File: config.mk
export PLATFORM = sky130hd
export DESIGN_NAME = tx_ramp_ctrl
export DESIGN_NICKNAME = d
export VERILOG_FILES = /design/src/rtl/tx_ramp_pkg.sv /design/src/rtl/tx_hold_timer.sv /design/src/rtl/tx_ramp_seq.sv /design/src/rtl/tx_gain_scaler.sv /design/src/rtl/tx_ramp_ctrl.sv
export SDC_FILE = /design/constraint.sdc
export NUM_CORES = 1
export LEC_CHECK = 0
export ABC_AREA = 1
export BUFFER_PORTS_ARGS = -buffer_cell sky130_fd_sc_hd__buf_2
export CAP_MARGIN = 5
export CORE_ASPECT_RATIO = 2
export CORE_MARGIN = 2
export CORE_UTILIZATION = 60
export CTS_BUF_LIST = sky130_fd_sc_hd__clkbuf_16
export CTS_CLUSTER_DIAMETER = 120
export CTS_CLUSTER_SIZE = 10
export DETAILED_ROUTE_END_ITERATION = 10
export GPL_ROUTABILITY_DRIVEN = 0
export HOLD_SLACK_MARGIN = 0.06
export PLACE_DENSITY = 0.91
export SYNTH_ARGS = -nofsm -noshare
export SYNTH_HDL_FRONTEND = slang
export SYNTH_SLANG_ARGS = --single-unit
File: constraint.sdc
create_clock -name clk -period 13.3 [get_ports clk]
set_input_delay 1.33 -clock clk [delete_from_list [all_inputs] [get_ports clk]]
set_output_delay 1.33 -clock clk [all_outputs]
set_load 0.03 [all_outputs]
File: src/rtl/tx_ramp_pkg.sv
package tx_ramp_pkg;
  typedef enum logic [1:0] {
    RS_IDLE = 2'd0,
    RS_RISE = 2'd1,
    RS_HOLD = 2'd2,
    RS_FALL = 2'd3
  } ramp_state_e;
endpackage

File: src/rtl/tx_hold_timer.sv
// Counts strobes since the start of a burst and reports when the
// programmed burst length has been reached at the coming strobe.
module tx_hold_timer #(
  parameter int TW = 12
) (
  input  logic          clk,
  input  logic          rst_n,
  input  logic          clr,
  input  logic          tick,
  input  logic [TW-1:0] limit,
  output logic          expire
);
  localparam logic [TW-1:0] CNT_MAX = {TW{1'b1}};

  logic [TW-1:0] cnt;
  logic [TW:0]   cnt_next;

  assign cnt_next = {1'b0, cnt} + {{TW{1'b0}}, 1'b1};
  assign expire   = (limit != '0) && (cnt_next >= {1'b0, limit});

  always_ff @(posedge clk or negedge rst_n) begin
    if (!rst_n) begin
      cnt <= '0;
    end else if (clr) begin
      cnt <= '0;
    end else if (tick && cnt != CNT_MAX) begin
      cnt <= cnt_next[TW-1:0];
    end
  end
endmodule

File: src/rtl/tx_ramp_seq.sv
// Ramp factor register and its four-state sequencer.
module tx_ramp_seq
  import tx_ramp_pkg::*;
#(
  parameter int RW = 12
) (
  input  logic          clk,
  input  logic          rst_n,
  input  logic          sym_stb,
  input  logic          ramp_en,
  input  logic          up_req,
  input  logic [RW-1:0] step_up,
  input  logic [RW-1:0] step_dn,
  input  logic          expire,
  output logic [RW-1:0] ramp,
  output logic          active,
  output logic          done_evt,
  output logic          tmr_clr,
  output logic          tmr_tick
);
  localparam logic [RW-1:0] FULL = {RW{1'b1}};

  ramp_state_e   state, state_n;
  logic [RW-1:0] ramp_n;
  logic          need_low, need_low_n;
  logic [RW:0]   sum;
  logic [RW-1:0] up_val, dn_val;
  logic          go_up;

  assign sum    = {1'b0, ramp} + {1'b0, step_up};
  assign up_val = sum[RW] ? FULL : sum[RW-1:0];
  assign dn_val = (ramp > step_dn) ? (ramp - step_dn) : '0;
  assign go_up  = up_req && !expire;

  always_comb begin
    state_n    = state;
    ramp_n     = ramp;
    need_low_n = need_low;
    if (sym_stb) begin
      if (!ramp_en) begin
        need_low_n = 1'b0;
        ramp_n     = up_req ? FULL : '0;
        state_n    = up_req ? RS_HOLD : RS_IDLE;
      end else if (state == RS_IDLE) begin
        if (!up_req) begin
          need_low_n = 1'b0;
        end else if (!need_low) begin
          ramp_n  = up_val;
          state_n = (up_val == FULL) ? RS_HOLD : RS_RISE;
        end
      end else if (go_up) begin
        ramp_n  = up_val;
        state_n = (up_val == FULL) ? RS_HOLD : RS_RISE;
      end else begin
        ramp_n  = dn_val;
        state_n = (dn_val == '0) ? RS_IDLE : RS_FALL;
        if (dn_val == '0) begin
          need_low_n = up_req;
        end
      end
    end
  end

  assign tmr_tick = sym_stb && ramp_en && (state != RS_IDLE);
  assign tmr_clr  = sym_stb && (!ramp_en || state == RS_IDLE || state_n == RS_IDLE);
  assign active   = (state != RS_IDLE);

  always_ff @(posedge clk or negedge rst_n) begin
    if (!rst_n) begin
      state    <= RS_IDLE;
      ramp     <= '0;
      need_low <= 1'b0;
      done_evt <= 1'b0;
    end else begin
      state    <= state_n;
      ramp     <= ramp_n;
      need_low <= need_low_n;
      done_evt <= (state != RS_IDLE) && (state_n == RS_IDLE);
    end
  end
endmodule

File: src/rtl/tx_gain_scaler.sv
// Scales one gain word by the ramp factor, full scale mapping to 1.0.
module tx_gain_scaler #(
  parameter int GW = 12,
  parameter int RW = 12
) (
  input  logic [GW-1:0] gain,
  input  logic [RW-1:0] ramp,
  output logic [GW-1:0] scaled
);
  localparam int PW = GW + RW + 1;

  logic [PW-1:0] prod;

  assign prod   = {{(RW+1){1'b0}}, gain} * {{GW{1'b0}}, {1'b0, ramp} + {{RW{1'b0}}, 1'b1}};
  assign scaled = (ramp == '0) ? '0 : prod[RW +: GW];
endmodule

File: src/rtl/tx_ramp_ctrl.sv
module tx_ramp_ctrl #(
  parameter int RW = 12,
  parameter int GW = 12,
  parameter int TW = 12
) (
  input  logic          clk,
  input  logic          rst_n,
  input  logic          sym_stb,
  input  logic          ramp_en,
  input  logic          word_stb,
  input  logic          word_up,
  input  logic [RW-1:0] step_up,
  input  logic [RW-1:0] step_dn,
  input  logic [TW-1:0] hold_syms,
  input  logic [GW-1:0] gain_i,
  input  logic [GW-1:0] gain_q,
  output logic [RW-1:0] ramp,
  output logic [GW-1:0] gain_i_o,
  output logic [GW-1:0] gain_q_o,
  output logic          path_active,
  output logic          done_evt
);
  localparam int NCH = 2;

  logic          up_req;
  logic          expire, tmr_clr, tmr_tick;
  logic [GW-1:0] g_in  [NCH];
  logic [GW-1:0] g_out [NCH];

  always_ff @(posedge clk or negedge rst_n) begin
    if (!rst_n) begin
      up_req <= 1'b0;
    end else if (word_stb) begin
      up_req <= word_up;
    end
  end

  tx_hold_timer #(.TW(TW)) u_timer (
    .clk    (clk),
    .rst_n  (rst_n),
    .clr    (tmr_clr),
    .tick   (tmr_tick),
    .limit  (hold_syms),
    .expire (expire)
  );

  tx_ramp_seq #(.RW(RW)) u_seq (
    .clk      (clk),
    .rst_n    (rst_n),
    .sym_stb  (sym_stb),
    .ramp_en  (ramp_en),
    .up_req   (up_req),
    .step_up  (step_up),
    .step_dn  (step_dn),
    .expire   (expire),
    .ramp     (ramp),
    .active   (path_active),
    .done_evt (done_evt),
    .tmr_clr  (tmr_clr),
    .tmr_tick (tmr_tick)
  );

  assign g_in[0] = gain_i;
  assign g_in[1] = gain_q;

  for (genvar ch = 0; ch < NCH; ch++) begin : g_chan
    tx_gain_scaler #(.GW(GW), .RW(RW)) u_scale (
      .gain   (g_in[ch]),
      .ramp   (ramp),
      .scaled (g_out[ch])
    );
  end

  assign gain_i_o = g_out[0];
  assign gain_q_o = g_out[1];
endmodule

==> results of run 1 <==
[sequential cells by signal (all words and copies together) (netlist names)]
name	count
u_seq.done_evt	1
u_seq.state	2
u_seq.ramp	12
up_req	1
u_seq.need_low	1
u_timer.cnt	12
[how the worst min path moves through the flow]
stage	startpoint	end	slack (ns)	cells after the start
after floorplan	u_seq.need_low	u_seq.need_low	0.46	2
after global placement	u_seq.need_low	u_seq.need_low	0.48	2
after detailed placement	u_seq.need_low	u_seq.need_low	0.49	2
after CTS	u_seq.need_low	u_seq.need_low	0.50	2
after global routing	u_seq.need_low	u_seq.need_low	0.52	2
final	u_seq.need_low	u_seq.need_low	0.50	2
[area by class of cell]
type / count / area (sq um) / share of cell area
sequential: 29 / 725.7 / 0.05035
clock buffer: 5 / 125.1 / 0.008681
tap: 276 / 345.3 / 0.02396
multi-input combinational: 1385 / 10900 / 0.7560
clock inverter: 3 / 13.76 / 0.0009549
timing repair buffer: 107 / 545.5 / 0.03785
inverter: 466 / 1752 / 0.1215
antenna: 4 / 10.01 / 0.0006944
[tightest hold or removal path: cells and delay by family, from the launching register on]
kind	cells	cell delay, ns
AO/OA/AOI/OAI	1	0.08
AND/OR/NAND/NOR	1	0.06
flip-flops	1	0.33
[cells in the final DEF (no fill, tap or decap), types with 5 or more instances in the layout]
cell type and instances:
clkinv_1 11, o21ai_1 7, inv_2 6, ha_1 152, nor4_1 7, a22oi_1 12, nand3_2 5, nand4_1 18
o21ai_0 51, clkbuf_16 5, nand2_1 439, nor3_1 11, a21oi_1 83, a21o_1 6, o21ai_2 10, nor2_2 6
buf_2 103, o21bai_1 5, xnor2_1 6, inv_1 449, dfrtp_1 29, xor2_1 19, nand3_1 82, fa_1 218
or2_2 5, nor2_1 212
[through the flow]
step           hold slack [ns]  instances  utilization  worst slack (ns)
2_1_floorplan           0.4551       1924            -             5.715
3_3_place_gp            0.4807       2263       0.6438             4.885
3_5_place_dp            0.4886       2263       0.6438             4.658
4_1_cts                 0.4997       2271       0.6500             4.357
5_1_grt                 0.5241       2275       0.6505             3.653
6_report                0.4972       2275       0.6505             4.219
[cell families (layout without fill, tap and decap cells)]
logic type	after synthesis	after routing	synth area share
AO/OA/AOI/OAI	184	184	0.07645
flip-flops	29	29	0.05349
other	0	4	0
AND/OR/NAND/NOR	806	806	0.2482
adder cells (fa/ha/maj)	370	370	0.4618
XOR/XNOR	25	25	0.01614
buffers and inverters	510	581	0.1439
[layer usage]
metal	share of wire	track usage	wire length, microns	vias to the layer above
met5	0	0	0	-
met4	0.11	0.2929	4226	0
met3	0.068	0.04812	2600	297
met2	0.52	0.6090	20040	694
met1	0.30	0.3339	11540	6119
li1	-	-	-	5974
==> run metrics, run 1 <==
top-count cell post-synth=inv_1; dpl cell area=14,260 sq um; initial antenna violation count=3; post-route ant nets=0; Crit path depth=32; CP endpoint=gain_i_o[11]; share of cells above drive strength 1=0.07970; endpoint class of the critical path=primary output; area growth from synthesis to layout=6.234%; mapped cell area=13,570 sq um; minimum clock period=9.081 ns; Most used DFF post-synth=dfrtp_1; Post-Route Setup TNS=0 ns; Max Clk Rate=110.1 MHz; largest net degree at the start of global routing=30; Die Footprint=23,900 sq um; slowest CP cell=dfrtp_1; via count=13,080; Post-synth EDFFs=0; startpoint class of the critical path=register; Critical Path Fanout Max=19; async set-reset flop share out of synthesis=1.000; skew final=0.007985 ns; Syn Area/Cell=7.052 sq um; Filler cells=1,923; CTS resizes=0; r2r endpoint=u_seq.ramp[8]; sequential area share after synthesis=0.05349; Final Cycle Share=0.6828; drt drc=0; Synth top cells by count=inv_1 (448), nand2_1 (439), fa_1 (218); #FFs+latches synth=29; Synth Instances=1,924; nets=2,430; DRT Pass-1 Iters=6; max-slew violation count=0; slew at the pin closest to its max-slew limit=0.8453 ns; post-route cell area=14,410 sq um; total gr overflow=0; Final setup viols=0; top-area cell type share of the netlist area=0.3217; cts bufs inserted=5; die width=110.3 microns; clk slew on worst S/H paths=0.05 ns; Post-CTS Hold Buffers=0; GRT Resource Usage Total=0.3430; Die Ht=216.7 microns; Hold Fails Final Rpt=0; Worst Path Required=11.97 ns; drt wl/cell=16.88 microns; I/O Pins=104; vias per cell=5.751; Rows=77; first-pass GRT wire length=63,880 microns; DRT Wirelength=38,410 microns; root buf cell=clkbuf_16; Max Root-Sink Buffers=2; initial core utilization=0.6123; CP max stage delay=0.88 ns; reg2reg path depth=22; initial DRC count=796; CP most frequent cell=inv_1; CTS tree=built; htree depth=2; cells taking the most area after synthesis=fa_1 (32%), ha_1 (14%), inv_1 (12%); CORE AREA=22,160 sq um; clk sinks=29; maximum capacitance violations=0; PortBufs=103; DP Wirelength=31,870 microns; CP Buf/Inv Count=10; vias in the first global route=13,990; setup repair bufs after CTS=0; status=completed; delay-heaviest family, CP=adder cells; Ys Warns=0; Synth cell types=43; RSZ-0062 raised after global routing=no; leading area contributor after synthesis=fa_1; Crit Reg-Reg Startpoint=u_timer.cnt[2]; worst-skew pair later-pin latency=0.28 ns; critical path data arrival time=7.75 ns; relative slew slack=0.4321; R2R Setup Slk=9.62 ns; WS Path Type=register to primary output; worst setup path start=u_seq.ramp[0]; worst min path class=register to register; Synth Net Count=2,360
Power of run 1 is not shown: default switching activity piles up to over one toggle a cycle in this logic, so the estimate is an artifact.
==> run 2, diff against run 1 <==
CORE_UTILIZATION = 58   (was 60)
clock period = 7.55 ns   (was 13.3 ns; I/O delays follow)
==> run 2 against run 1 <==
Against the previous run: non-clock buffer count is 22 higher; via count up 2.3%; hold slack better by 0.0030 ns; core utilization fell by 1.5 points; routed wire length grew 4.5%; clock skew increased by 0.0016 ns; worst setup slack got worse by 4.0 ns; register-to-register slack lost 6.0 ns; count of clock-buffer cells in the layout is the same; final cell count rose by 1.1%; sequential cell count is the same; sequential share of layout area barely moved.
==> run metrics, run 2 (synthesis gave the netlist of run 1 again) <==
max-slew violation count=0 (unchanged); Filler cells=1,971 (was 1,923); CP endpoint=gain_i_o[5] (was gain_i_o[11]); DRT Wirelength=40,150 microns (was 38,410 microns); most frequent cells in the layout=inv_1 (447), nand2_1 (439), fa_1 (218), nor2_1 (211), ha_1 (149) (was inv_1 (449), nand2_1 (439), fa_1 (218), nor2_1 (212), ha_1 (152)); critical path data arrival time=6.54 ns (was 7.75 ns); minimum clock period=7.294 ns; total gr overflow=0 (unchanged); drt wl/cell=17.46 microns (was 16.88 microns); area growth from synthesis to layout=8.300% (was 6.234%); worst setup path start=u_seq.ramp[6] (was u_seq.ramp[0]); vias per cell=5.817 (was 5.751); met3 Use GR=0.04273 (was 0.04812); maximum capacitance violations=0 (unchanged); Crit Reg-Reg Startpoint=u_timer.cnt[2] (unchanged); Largest regs=u_seq.ramp (12), u_timer.cnt (12), u_seq.state (2) (unchanged); worst min path class=register to register (unchanged); vias in the first global route=13,760 (was 13,990); skew final=0.009609 ns (was 0.007985 ns); Worst Path Required=6.80 ns (was 11.97 ns); I/O Pins=104 (unchanged); drt drc=0 (unchanged); Die Footprint=24,710 sq um (was 23,900 sq um); WS Path Type=register to primary output (unchanged); slew at the pin closest to its max-slew limit=0.8341 ns (was 0.8453 ns); initial core utilization=0.5866 (was 0.6123); largest net degree at the start of global routing=30 (unchanged); CORE AREA=23,130 sq um (was 22,160 sq um); Rows=79 (was 77); Max Clk Rate=137.1 MHz; initial antenna violation count=0 (was 3); r2r endpoint=u_seq.ramp[9] (was u_seq.ramp[8]); Max Root-Sink Buffers=2 (unchanged); PortBufs=103 (unchanged); CTS tree=built (unchanged); reg2reg path depth=24 (was 22); first-pass GRT wire length=63,450 microns (was 63,880 microns); R2R Setup Slk=3.62 ns (was 9.62 ns); Final Cycle Share=0.9661; htree depth=2 (unchanged); Hold Fails Final Rpt=0 (unchanged); Diodes inserted=0 (was 4); Post-CTS Hold Buffers=0 (unchanged); commonest non-fill, non-tap cell in the layout=inv_1 (unchanged); initial DRC count=866 (was 796); GR peak layer=met2 (unchanged); via count=13,380 (was 13,080); Final setup viols=0 (unchanged); pre-CTS setup slack=0.3815 ns (was 4.658 ns); met2 Use GR=0.6044 (was 0.6090); Critical Path Fanout Max=7 (was 19); post-route ant nets=0 (unchanged); Post-Route Setup TNS=0 ns (unchanged); endpoint class of the critical path=primary output (unchanged); relative slew slack=0.4419 (was 0.4321); DP Wirelength=32,790 microns (was 31,870 microns); worst-skew pair later-pin latency=0.28 ns (about the same); startpoint class of the critical path=register (unchanged); cts bufs inserted=5 (unchanged); Core Util, Final=0.6353 (was 0.6505); root buf cell=clkbuf_16 (unchanged); Setup WS post-layout=0.2559 ns (was 4.219 ns); nets=2,452 (was 2,430); DRT Pass-1 Iters=8 (was 6); GRT Resource Usage Total=0.3223 (was 0.3430); Worst Hold Path Cells=2 (unchanged); met1 layer usage reported by global route=0.3072 (was 0.3339); status=completed (unchanged); share of cells above drive strength 1=0.09817 (was 0.07970); die width=112.2 microns (was 110.3 microns); clk sinks=29 (unchanged); clk slew on worst S/H paths=0.05 ns (about the same); Die Ht=220.3 microns (was 216.7 microns)
## run 2: cell types whose count changed in the layout (fill, tap and decap cells not counted), moves of 3 or more
cell | previous run | this run
nor4_2 | 2 | 5
diode_2 | 4 | 0
dfrtp_2 | 0 | 6
ha_1 | 152 | 149
ha_4 | 0 | 3
o21ai_0 | 51 | 48
nor4_1 | 7 | 4
buf_4 | 4 | 25
dfrtp_1 | 29 | 23
## run 2: worst min-delay path by stage
stage,startpoint,to,slack [ns]
2_1_floorplan,rst_n,u_seq.done_evt,0.46
3_3_place_gp,u_seq.need_low,u_seq.need_low,0.48
3_5_place_dp,u_seq.need_low,u_seq.need_low,0.49
4_1_cts,u_seq.need_low,u_seq.need_low,0.51
5_1_grt,up_req,u_seq.need_low,0.56
6_report,u_seq.need_low,u_seq.need_low,0.50
## run 2: repair_timing
item | CTS | global route
setup endpoints to repair | 0 | 19
hold endpoints to repair | 0 | 0
gates resized for setup | 0 | 25
setup buffers | 0 | 4
## run 2: routing by layer
metal  vias to the layer above  wire length (microns)  share of wire
met3                       309                   2868          0.071
met4                         0                   4090           0.10
li1                       5998                      -              -
met2                       782                  21150           0.53
met1                      6290                  12040           0.30
met5                         -                      0              0
## run 2: stage by stage
| stage | area [sq um] | hold WS (ns) | cells |
|---|---|---|---|
| after CTS | 14570 | 0.5057 | 2296 |
| after detailed placement | 14410 | 0.4900 | 2288 |
| final | 14690 | 0.5001 | 2300 |
| after global placement | 14410 | 0.4790 | 2288 |
| after floorplan | 13570 | 0.4551 | 1924 |
| after global routing | 14690 | 0.5554 | 2300 |
## run 2: critical path, stage by stage, from the launching register on
cell and delay, ns:
dfrtp_1 0.59, inv_1 0.22, nor4_2 0.25, nand2_1 0.08
o21ai_0 0.20, nand2_1 0.11, inv_1 0.25, buf_4 0.22
nand2_1 0.08, fa_1 0.54, inv_1 0.05, fa_1 0.48
fa_1 0.53, fa_1 0.50, inv_1 0.05, fa_1 0.47
inv_1 0.04, ha_1 0.34, a21oi_1 0.28, o21ai_0 0.18
a21oi_1 0.15, nand2_1 0.09, nand2_1 0.05, nor3b_1 0.26
buf_2 0.25
## run 2: final cells by class
class,count,area [sq um],area share
Multi-Input combinational cell,1385,10970,0.7466
Sequential cell,29,733.2,0.04990
Clock buffer,5,125.1,0.008515
Inverter,466,1754,0.1194
Tap cell,283,354.1,0.02410
Timing Repair Buffer,129,719.4,0.04896
Clock inverter,3,37.54,0.002554
Power of run 2 is left out for the same reason.
